<file path="config.mk">
export PLATFORM = sky130hd
export DESIGN_NAME = cdec_top
export DESIGN_NICKNAME = d
export VERILOG_FILES = /design/src/rtl/cdec_pkg.sv /design/src/rtl/cdec_mode.sv /design/src/rtl/cdec_seg_sel.sv /design/src/rtl/cdec_lane_ctl.sv /design/src/rtl/cdec_top.sv
export SDC_FILE = /design/constraint.sdc
export NUM_CORES = 1
export LEC_CHECK = 0
export ABC_AREA = 1
export ABC_CLOCK_PERIOD_IN_PS = 1000
export BUFFER_PORTS_ARGS = -buffer_cell sky130_fd_sc_hd__buf_2
export CAP_MARGIN = 40
export CORE_AREA = 2 2 59 56
export CTS_CLUSTER_SIZE = 14
export DETAILED_ROUTE_END_ITERATION = 8
export DIE_AREA = 0 0 61 58
export GPL_TIMING_DRIVEN = 0
export PLACE_DENSITY = 0.55
export SYNTH_ARGS = -nofsm -noshare
export SYNTH_HDL_FRONTEND = slang
export SYNTH_SLANG_ARGS = --single-unit
</file>
<file path="constraint.sdc">
create_clock -name clk -period 1 [get_ports clk]
set_input_delay 0.05 -clock clk [delete_from_list [all_inputs] [get_ports clk]]
set_output_delay 0.05 -clock clk [all_outputs]
set_load 0.005 [all_outputs]
</file>
<file path="src/rtl/cdec_pkg.sv">
package cdec_pkg;
  typedef enum logic [2:0] {
    M_IDLE,
    M_EVEN,
    M_ODD_SW,
    M_ODD_HI,
    M_WORD,
    M_ATTR_LO,
    M_ATTR_HI
  } acc_mode_e;

  typedef struct packed {
    logic lo_lane;
    logic hi_lane;
    logic to_host;
    logic swap;
    logic flash_we;
    logic attr_we;
    logic attr_sel;
  } lane_ctl_t;
endpackage

</file>
<file path="src/rtl/cdec_mode.sv">
module cdec_mode
  import cdec_pkg::*;
(
  input  logic      ce1_n,
  input  logic      ce2_n,
  input  logic      reg_n,
  input  logic      a0,
  output acc_mode_e mode
);
  always_comb begin
    if (ce1_n && ce2_n)       mode = M_IDLE;
    else if (!reg_n)          mode = ce1_n ? M_ATTR_HI : M_ATTR_LO;
    else if (!ce1_n && !ce2_n) mode = M_WORD;
    else if (!ce1_n)          mode = a0 ? M_ODD_SW : M_EVEN;
    else                      mode = M_ODD_HI;
  end
endmodule

</file>
<file path="src/rtl/cdec_seg_sel.sv">
module cdec_seg_sel
  import cdec_pkg::*;
#(
  parameter int NUM_PAIRS = 8,
  localparam int PAIR_W = (NUM_PAIRS > 1) ? $clog2(NUM_PAIRS) : 1
) (
  input  acc_mode_e         mode,
  input  logic [PAIR_W-1:0] a_pair,
  output logic [NUM_PAIRS-1:0] lo_en,
  output logic [NUM_PAIRS-1:0] hi_en
);
  logic use_lo, use_hi;

  always_comb begin
    use_lo = (mode == M_EVEN) || (mode == M_WORD);
    use_hi = (mode == M_ODD_SW) || (mode == M_ODD_HI) || (mode == M_WORD);
  end

  for (genvar p = 0; p < NUM_PAIRS; p++) begin : g_pair
    logic hit;
    assign hit      = (a_pair == PAIR_W'(p));
    assign lo_en[p] = hit && use_lo;
    assign hi_en[p] = hit && use_hi;
  end
endmodule

</file>
<file path="src/rtl/cdec_lane_ctl.sv">
module cdec_lane_ctl
  import cdec_pkg::*;
(
  input  acc_mode_e mode,
  input  logic      oe_n,
  input  logic      we_n,
  input  logic      wp_sw,
  output lane_ctl_t ctl
);
  logic rd, wr, xfer, flash_mode;

  always_comb begin
    rd         = !oe_n && we_n;
    wr         = oe_n && !we_n;
    xfer       = rd || wr;
    flash_mode = (mode == M_EVEN) || (mode == M_ODD_SW) ||
                 (mode == M_ODD_HI) || (mode == M_WORD);

    ctl.lo_lane  = xfer && ((mode == M_EVEN) || (mode == M_ODD_SW) ||
                            (mode == M_WORD) || (mode == M_ATTR_LO));
    ctl.hi_lane  = xfer && ((mode == M_ODD_HI) || (mode == M_WORD));
    ctl.to_host  = rd && (ctl.lo_lane || ctl.hi_lane);
    ctl.swap     = (mode == M_ODD_SW);
    ctl.flash_we = wr && flash_mode && !wp_sw;
    ctl.attr_we  = wr && (mode == M_ATTR_LO);
    ctl.attr_sel = (mode == M_ATTR_LO) || (mode == M_ATTR_HI);
  end
endmodule

</file>
<file path="src/rtl/cdec_top.sv">
module cdec_top
  import cdec_pkg::*;
#(
  parameter int NUM_PAIRS = 8,
  localparam int PAIR_W = (NUM_PAIRS > 1) ? $clog2(NUM_PAIRS) : 1
) (
  input  logic                 clk,
  input  logic                 rst_n,
  input  logic                 ce1_n,
  input  logic                 ce2_n,
  input  logic                 oe_n,
  input  logic                 we_n,
  input  logic                 reg_n,
  input  logic                 a0,
  input  logic [PAIR_W-1:0]    a_pair,
  input  logic                 wp_sw,
  output logic [NUM_PAIRS-1:0] seg_lo_ce_n,
  output logic [NUM_PAIRS-1:0] seg_hi_ce_n,
  output logic                 attr_ce_n,
  output logic                 lo_lane_oe_n,
  output logic                 hi_lane_oe_n,
  output logic                 lane_to_host,
  output logic                 byte_swap,
  output logic                 flash_we_n,
  output logic                 attr_we_n,
  output logic                 wp_status,
  output logic [1:0]           card_det_n,
  output logic [1:0]           batt_ok
);
  acc_mode_e            mode;
  logic [NUM_PAIRS-1:0] lo_en, hi_en;
  lane_ctl_t            ctl;

  cdec_mode u_mode (
    .ce1_n (ce1_n),
    .ce2_n (ce2_n),
    .reg_n (reg_n),
    .a0    (a0),
    .mode  (mode)
  );

  cdec_seg_sel #(.NUM_PAIRS(NUM_PAIRS)) u_seg (
    .mode   (mode),
    .a_pair (a_pair),
    .lo_en  (lo_en),
    .hi_en  (hi_en)
  );

  cdec_lane_ctl u_lane (
    .mode  (mode),
    .oe_n  (oe_n),
    .we_n  (we_n),
    .wp_sw (wp_sw),
    .ctl   (ctl)
  );

  always_ff @(posedge clk) begin
    if (!rst_n) begin
      seg_lo_ce_n  <= '1;
      seg_hi_ce_n  <= '1;
      attr_ce_n    <= 1'b1;
      lo_lane_oe_n <= 1'b1;
      hi_lane_oe_n <= 1'b1;
      lane_to_host <= 1'b0;
      byte_swap    <= 1'b0;
      flash_we_n   <= 1'b1;
      attr_we_n    <= 1'b1;
      wp_status    <= 1'b0;
    end else begin
      seg_lo_ce_n  <= ~lo_en;
      seg_hi_ce_n  <= ~hi_en;
      attr_ce_n    <= ~ctl.attr_sel;
      lo_lane_oe_n <= ~ctl.lo_lane;
      hi_lane_oe_n <= ~ctl.hi_lane;
      lane_to_host <= ctl.to_host;
      byte_swap    <= ctl.swap;
      flash_we_n   <= ~ctl.flash_we;
      attr_we_n    <= ~ctl.attr_we;
      wp_status    <= wp_sw;
    end
  end

  assign card_det_n = 2'b00;
  assign batt_ok    = 2'b11;

  // no more than one pair's segments active at once
  p_seg_count_r6: assert property (@(posedge clk) disable iff (!rst_n)
    ($countones(~seg_lo_ce_n) + $countones(~seg_hi_ce_n)) <= 2);
  p_seg_same_pair_r6: assert property (@(posedge clk) disable iff (!rst_n)
    ($onehot0(~seg_lo_ce_n) && $onehot0(~seg_hi_ce_n) &&
     ((seg_lo_ce_n == '1) || (seg_hi_ce_n == '1) || (seg_lo_ce_n == seg_hi_ce_n))));
  // protection blocks the flash strobe
  p_wp_blocks_r9: assert property (@(posedge clk) disable iff (!rst_n)
    wp_status |-> flash_we_n);
  // swapped odd byte never uses the high lane
  p_swap_lane_r3: assert property (@(posedge clk) disable iff (!rst_n)
    byte_swap |-> hi_lane_oe_n);
  // attribute access keeps flash and high lane idle
  p_attr_iso_r8: assert property (@(posedge clk) disable iff (!rst_n)
    !attr_ce_n |-> (hi_lane_oe_n && !byte_swap && flash_we_n &&
                    (seg_lo_ce_n == '1) && (seg_hi_ce_n == '1)));
  // a write strobe never coincides with driving toward the host
  p_write_dir_r7: assert property (@(posedge clk) disable iff (!rst_n)
    (!flash_we_n || !attr_we_n) |-> !lane_to_host);
  // host-facing direction only with a lane enabled
  p_dir_lane_r10: assert property (@(posedge clk) disable iff (!rst_n)
    lane_to_host |-> (!lo_lane_oe_n || !hi_lane_oe_n));
endmodule

</file>
==> results of run 1 <==
## how the worst max path moves through the flow
| stage | from | to | slack [ns] | cells after the start |
|---|---|---|---|---|
| 2_1_floorplan | rst_n | seg_lo_ce_n[0] | 0.28 | 5 |
| 3_3_place_gp | oe_n | lane_to_host | 0.15 | 6 |
| 3_5_place_dp | oe_n | lane_to_host | 0.11 | 6 |
| 4_1_cts | oe_n | hi_lane_oe_n | 0.02 | 6 |
| 5_1_grt | oe_n | hi_lane_oe_n | 0.03 | 6 |
| 6_report | oe_n | hi_lane_oe_n | 0.07 | 6 |
## flip-flops by register name, summed over array words and instances (netlist names)
register	count
flash_we_n	1
seg_lo_ce_n	8
lo_lane_oe_n	1
lane_to_host	1
attr_ce_n	1
hi_lane_oe_n	1
seg_hi_ce_n	8
attr_we_n	1
byte_swap	1
wp_status	1
## power by group through the flow
stage               logic (W)  registers (W)  clock network, W
global route         0.000222       0.000982          0.000720
global placement     0.000171        0.00100                 0
CTS                  0.000189       0.000980          0.000691
floorplan            0.000104        0.00101                 0
finish               0.000194       0.000980          0.000674
detailed placement   0.000173        0.00100                 0
## per-stage QoR
stage / instance area (µm²) / hold WS, ns / worst slack, ns / util (%) / total power, W
6_report: 1186 / 0.006579 / 0.06940 / 40.56 / 0.001849
4_1_cts: 1174 / 0.003893 / 0.01715 / 40.14 / 0.001861
2_1_floorplan: 848.3 / 0.1435 / 0.2825 / - / 0.001109
3_5_place_dp: 1071 / 0.2541 / 0.1123 / 36.63 / 0.001174
3_3_place_gp: 1071 / 0.2522 / 0.1493 / 36.63 / 0.001172
5_1_grt: 1186 / 0.003857 / 0.02819 / 40.56 / 0.001924
## logic make-up (layout without fill, tap and decap cells)
kind of cell,Yosys count,in the layout,share of synthesized area (%)
compound gates,2,2,1.189
buf+inv,17,60,9.822
fa+ha+maj,2,2,2.976
flops,24,24,57.14
simple gates,49,49,27.98
other cells,2,4,0.8932
## worst max-delay path: cells and delay by family
kind / cells / cell delay, ns
buffers and inverters: 4 / 0.81
adder cells (fa/ha/maj): 1 / 0.21
AND/OR/NAND/NOR: 1 / 0.07
## layout make-up
type	count	area (µm²)
fill	319	1738
sequential	24	480.5
multi-input combinational	57	297.8
timing repair buffer	39	220.2
tap	42	52.55
inverter	12	45.04
buffer	5	37.54
clock inverter	1	30.03
clock buffer	3	22.52
## timing repair
action                                 4_1_cts  5_1_grt
gates resized for setup                      0        2
endpoints found under the hold margin        6        0
setup endpoints to repair                    0        1
hold buffers                                 5        0
## placed cells by master (no fill, tap or decap)
cell type,instances
a21oi_1,1
buf_2,34
buf_4,5
bufinv_16,1
clkbuf_4,3
conb_1,4
dfxtp_1,24
dlygate4sd3_1,5
ha_1,1
ha_4,1
inv_1,8
inv_2,4
nand2_1,26
nand2_2,3
nand2_4,1
nand3_1,5
nand4_1,1
nor2_1,7
nor2_2,4
nor3_4,1
o21ai_1,1
or2_4,1
## routing by layer
layer | up-vias | track usage (%) | wire [µm]
met5 | - | 0 | 0
met4 | 0 | 3.727 | 12
met3 | 2 | 3.571 | 149
met2 | 29 | 14.44 | 658
met1 | 291 | 11.40 | 741
li1 | 368 | - | -
==> impl_metrics.toml, run 1 <==
[power_and_ir_drop]
swShare_pct = 20.56
p_int_w = 0.001469
pwr-share-clk_pct = 36.5
seqPwrFrac_pct = 53.0
powerDensity_nw_per_um2 = 1559
power_switching_w = 0.0003801
leakage_nw = 0.5330
ir_drop_uv = 625.1
combinationalPowerShare_pct = 10.5

[yosys]
synth.top_cell.area_share_pct = 57.14
synth-seq-area-share_pct = 57.14
synth_cells = 96
yosys-top-cells-count = "nand2_1 (26), dfxtp_1 (24), inv_1 (9)"
ys_async_sr_fraction_pct = 0
synthTopCellsByArea = "dfxtp_1 (57%), nand2_1 (12%), buf_4 (4.5%)"
synth.avg_cell_area_um2 = 8.758
synth_edf_count = 0
syn-cell-area_um2 = 840.8
yosysMostFrequentCell = "nand2_1"
synthFlopType = "dfxtp_1"
ys_ff_latch = 24
ys.warnings.count = 0
synth_top_cell_by_area = "dfxtp_1"
synthDistinctLibCells = 17

[critical_path]
setup.worst_path.class = "input pin to flop"
cp.required_ns = 1.21
path_cells = "buf_2, inv_1, ha_4, inv_2, nand4_1, dlygate4sd3_1"
worst_path_max_delay_cell = "dlygate4sd3_1"
worst-path-max-fanout = 2
critical_path_arrival_ns = 1.14
max_stage_delay_ns = 0.56
crit_path_end_kind = "flop"
cp-start-kind = "input pin"

[clocking]
cts_tree = "done"
cts.sinks = 24
clk_path_buf_depth = 2
clk_pin_slew_ns = 0.13
post-cts-setup-buffers = 0
root_buffer = "clkbuf_4"
cts_made_buffers = 3
htreeDepth = 1

[placement]
port_buffers = 34
dpl.cell_count = 174
hpwl_mm = 1.198
gp_congestion = 0.7079

[run_status]
outcome = "completed"

[global_routing]
grt_usage_pct = 9.260
grt_pass1_vias = 619
overflow = 0
antenna_found_initial = 0
grt_pass1_wl_mm = 2.428
grt_max_degree = 15

[sta]
finalHoldViolCount = 0
fin_crit_sh_pct = 93.06
rsz0062_at_grt = "no"
setup-violations-final = 0
setup_tns_ns = 0
fmax_mhz = 1075
drv_slew = 0
period_minus_slack_ns = 0.9306

[drt]
ant_nets = 0
first_pass_iters = 4
viasPerCell = 3.770
first_iter_violations = 8
wire_per_inst_um = 8.530
drc = 0
drt_wl_total_mm = 1.561
vias = 690

[finish]
areaGrowthSynthToFinish_pct = 41.07
nets = 156
finalNonFillerCells = 183
drive_gt1_share_pct = 41.13
antenna_cells = 0

[run]
cap_viol_max_count = 0

[die]
dieArea_um2 = 3538
die_h_um = 58
fp.coreArea_um2 = 2924
num_rows = 19
ios = 40
start_util_pct = 28.75
fp.dieW_um = 61

[hold_path]
hold_class = "input pin to flop"
holdPathStages = 3
whs_endpoint = "lane_to_host"
hp-start = "rst_n"
Power figures use the tool's default switching activity.
==> inputs of run 2 (changes only) <==
--- a/config.mk
+++ b/config.mk
@@ -14,6 +14,7 @@
 export DETAILED_ROUTE_END_ITERATION = 8
 export DIE_AREA = 0 0 61 58
 export GPL_TIMING_DRIVEN = 0
+export MAX_ROUTING_LAYER = met4
 export PLACE_DENSITY = 0.55
 export SYNTH_ARGS = -nofsm -noshare
 export SYNTH_HDL_FRONTEND = slang
==> run 2 against run 1 <==
Effect of this change:
- critical path type unchanged
- critical path depth is the same
- first-iteration DRC count unchanged
- sequential cell count stayed put
- fmax is 0.11% higher
- clock power about the same
- power about the same
- worst hold slack worse by 0.00073 ns
- sequential share of layout area unchanged
- largest cell class unchanged
==> impl_metrics.toml, run 2 (synthesized netlist as in run 1, its figures left out) <==
[run_status]
outcome = "completed"

[clocking]
htreeDepth = 1
clk_path_buf_depth = 2
root_buffer = "clkbuf_4"
clk_pin_slew_ns = 0.13
cts_made_buffers = 3
cts.sinks = 24
cts_tree = "done"
post-cts-setup-buffers = 0

[drt]
first_pass_iters = 4
first_iter_violations = 8
met2_length_um = 660
routedLengthMet1_um = 763
vias = 690
ant_nets = 0
drt_wl_total_mm = 1.562
wire_per_inst_um = 8.536
drc = 0
highest_layer = "met4"
viasPerCell = 3.770
met3_length_um = 126

[placement]
placed_area_um2 = 1071
gp_congestion = 0.7159
port_buffers = 34
hpwl_mm = 1.198

[die]
fp.coreArea_um2 = 2924
die_h_um = 58
ios = 40
dieArea_um2 = 3538
fp.dieW_um = 61
start_util_pct = 28.75
num_rows = 19

[sta]
hold_ws_ns = 0.005846
drv_slew = 0
finalHoldViolCount = 0
period_minus_slack_ns = 0.9296
rsz0062_at_grt = "no"
fmax_mhz = 1076
setup-violations-final = 0
fin_crit_sh_pct = 92.96
setup_tns_ns = 0

[power_and_ir_drop]
ir_drop_uv = 626.2
leakage_nw = 0.5330
powerDensity_nw_per_um2 = 1560

[finish]
final_area_um2 = 1186
drive_gt1_share_pct = 41.13
final_util_pct = 40.56
areaGrowthSynthToFinish_pct = 41.07
nets = 156
antenna_cells = 0
layout_common_cells = "buf_2 (34), nand2_1 (26), dfxtp_1 (24)"
fillers = 319
top_regs = "seg_hi_ce_n x8, seg_lo_ce_n x8"
final_common_cell = "buf_2"

[global_routing]
grt_max_degree = 15
grt_pass1_wl_mm = 2.435
antenna_found_initial = 0
grt_pass1_vias = 619
grt_usage_pct = 9.533
overflow = 0

[critical_path]
worst-path-max-fanout = 2
cp.required_ns = 1.21
setup.worst_path.class = "input pin to flop"
max_stage_delay_ns = 0.56
cp-start-kind = "input pin"
path_cells = "buf_2, inv_1, ha_4, inv_2, nand4_1, dlygate4sd3_1"
worst_path_max_delay_cell = "dlygate4sd3_1"
critical_path_arrival_ns = 1.14
crit_path_end_kind = "flop"

[hold_path]
hold_class = "input pin to flop"

[run]
cap_viol_max_count = 0
run 2: cell counts in the layout (fill, tap and decap cells not counted):
Identical to the previous run, type by type.
run 2: final timing paths:
path	from	to	slack (ns)	cells after the start
setup / recovery	oe_n	hi_lane_oe_n	0.07	6
hold / removal	rst_n	lane_to_host	0.006	3
run 2: through the flow:
step	total power (W)	worst slack, ns	instances
CTS	0.001861	0.01715	183
floorplan	0.001109	0.2825	98
global placement	0.001172	0.1493	174
global route	0.001924	0.02818	183
finish	0.001850	0.07042	183
detailed placement	0.001174	0.1123	174
run 2: final cells by class:
cell class	instances	area, µm²	share of cell area (%)
multi-input cells	57	297.8	25.11
clock buffers	3	22.52	1.899
plain buffers	5	37.54	3.165
well taps	42	52.55	4.430
clock inverters	1	30.03	2.532
flip-flops and latches	24	480.5	40.51
inverters	12	45.04	3.797
repair buffers	39	220.2	18.57
run 2: timing repair:
action,in CTS,in global routing
endpoints found under the hold margin,6,0
hold buffers,5,0
resized for setup,0,2
endpoints found under the setup margin,0,1
run 2: critical path: cells and delay by family:
family / cells / cell delay (ns)
buffers and inverters: 4 / 0.81
adder cells (fa/ha/maj): 1 / 0.21
AND/OR/NAND/NOR: 1 / 0.07
run 2: power breakdown:
part	switching, W	internal (W)	leakage, nW
clock	0.000271	0.000405	0.0279
combinational	0.000106	0.0000884	0.310
sequential	0.00000439	0.000976	0.196
total	0.000381	0.00147	0.533
run 2: per-layer routing:
metal,vias to the layer above,GRT usage (%)
met2,29,14.44
met4,0,3.727
met3,2,2.902
met5,-,-
met1,291,11.82
li1,368,-
==> inputs of run 3 (changes only) <==
--- a/config.mk
+++ b/config.mk
@@ -8,7 +8,7 @@
 export ABC_AREA = 1
 export ABC_CLOCK_PERIOD_IN_PS = 1000
 export BUFFER_PORTS_ARGS = -buffer_cell sky130_fd_sc_hd__buf_2
-export CAP_MARGIN = 40
+export CAP_MARGIN = 30
 export CORE_AREA = 2 2 59 56
 export CTS_CLUSTER_SIZE = 14
 export DETAILED_ROUTE_END_ITERATION = 8
@@ -16,6 +16,7 @@
 export GPL_TIMING_DRIVEN = 0
 export MAX_ROUTING_LAYER = met4
 export PLACE_DENSITY = 0.55
+export SETUP_SLACK_MARGIN = 0.1
 export SYNTH_ARGS = -nofsm -noshare
 export SYNTH_HDL_FRONTEND = slang
 export SYNTH_SLANG_ARGS = --single-unit
==> run 3 against run 2 <==
Effect of this change:
- via count is 1.2% lower
- count of clock-buffer cells in the layout did not move
- final area fell by 1.1%
- largest power group unchanged
==> impl_metrics.toml, run 3 (synthesized netlist as in run 1, its figures left out) <==
[drt]
wire_per_inst_um = 8.432
first_pass_iters = 4
drc = 0
ant_nets = 0
viasPerCell = 3.727
first_iter_violations = 8
vias = 682
drt_wl_total_mm = 1.543

[clocking]
clk_pin_slew_ns = 0.13
cts.sinks = 24
cts_tree = "done"
root_buffer = "clkbuf_4"
clk_path_buf_depth = 2
postCtsResizedCells = 0
cts_made_buffers = 3
post-cts-setup-buffers = 0
ctsHoldBuffers = 4
htreeDepth = 1

[sta]
drv_slew = 0
setup-violations-final = 0
fmax_mhz = 1247
period_minus_slack_ns = 0.8017
fin_crit_sh_pct = 80.17
setup_tns_ns = 0
rsz0062_at_grt = "no"
finalHoldViolCount = 0

[die]
dieArea_um2 = 3538
num_rows = 19
fp.dieW_um = 61
fp.coreArea_um2 = 2924
die_h_um = 58
ios = 40
start_util_pct = 28.75

[global_routing]
grt_pass1_wl_mm = 2.435
grt_pass1_vias = 620
antenna_found_initial = 0
overflow = 0
grt_usage_pct = 9.533
grt_max_degree = 15

[finish]
final_area_um2 = 1174
finalNonFillerCells = 183
final_common_cell = "buf_2"
drive_gt1_share_pct = 39.72
antenna_cells = 0
areaGrowthSynthToFinish_pct = 39.58
top_regs = "seg_hi_ce_n x8, seg_lo_ce_n x8"
layout_common_cells = "buf_2 (34), nand2_1 (26), dfxtp_1 (24)"
nets = 156

[run]
cap_viol_max_count = 0

[placement]
gp_congestion = 0.7159
hpwl_mm = 1.198
dpl.cell_count = 174
placed_area_um2 = 1071
port_buffers = 34

[critical_path]
crit_family = "flip-flops"
critical_path_arrival_ns = 0.75
setup.worst_path.class = "flop to output port"
critPathBufInv = 1
max_stage_delay_ns = 0.34
cp_num_cells = 1
crit_path_end_kind = "output port"
startpoint = "byte_swap"
cp-start-kind = "flop"
worst_path_max_delay_cell = "dfxtp_1"
path_cells = "buf_2"
worst-path-max-fanout = 1
cp.required_ns = 0.95

[hold_path]
hold_class = "input pin to flop"
holdPathStages = 3
hp-start = "ce2_n"

[power_and_ir_drop]
powerDensity_nw_per_um2 = 1571
ir_drop_uv = 626.1
leakage_nw = 0.5363

[run_status]
outcome = "completed"
-- run 3: metal layers --
metal	global-route usage [%]	vias up	part of all wire [%]
li1	-	367	-
met1	11.82	284	49
met2	14.44	29	41
met3	2.902	2	8.3
met4	3.727	0	0.78
met5	-	-	0
-- run 3: per-stage QoR --
| stage | setup slack (ns) | hold WS [ns] | utilization (%) | total power, W |
|---|---|---|---|---|
| floorplan | 0.2825 | 0.1435 | - | 0.001109 |
| global placement | 0.1493 | 0.2522 | 36.63 | 0.001172 |
| detailed placement | 0.1123 | 0.2541 | 36.63 | 0.001174 |
| CTS | 0.1922 | 0.0004604 | 39.79 | 0.001858 |
| global route | 0.1589 | 0.03105 | 40.14 | 0.001916 |
| finish | 0.1983 | 0.02305 | 40.14 | 0.001843 |
-- run 3: cell type report --
class	instances	area [µm²]
Fill cell	318	1750
Sequential cell	24	480.5
Multi-Input combinational cell	57	285.3
Timing Repair Buffer	39	220.2
Tap cell	42	52.55
Inverter	12	45.04
Buffer	5	37.54
Clock inverter	1	30.03
Clock buffer	3	22.52
-- run 3: final timing paths --
check    endpoint  slack [ns]
max     byte_swap        0.20
min    flash_we_n        0.02
-- run 3: where the power goes --
| group | switching (W) | total, W | internal, W | leakage, nW |
|---|---|---|---|---|
| logic | 0.000103 | 0.000187 | 0.0000840 | 0.313 |
| clock network | 0.000272 | 0.000676 | 0.000405 | 0.0279 |
| registers | 0.00000438 | 0.000980 | 0.000976 | 0.196 |
| total | 0.000379 | 0.00184 | 0.00146 | 0.536 |
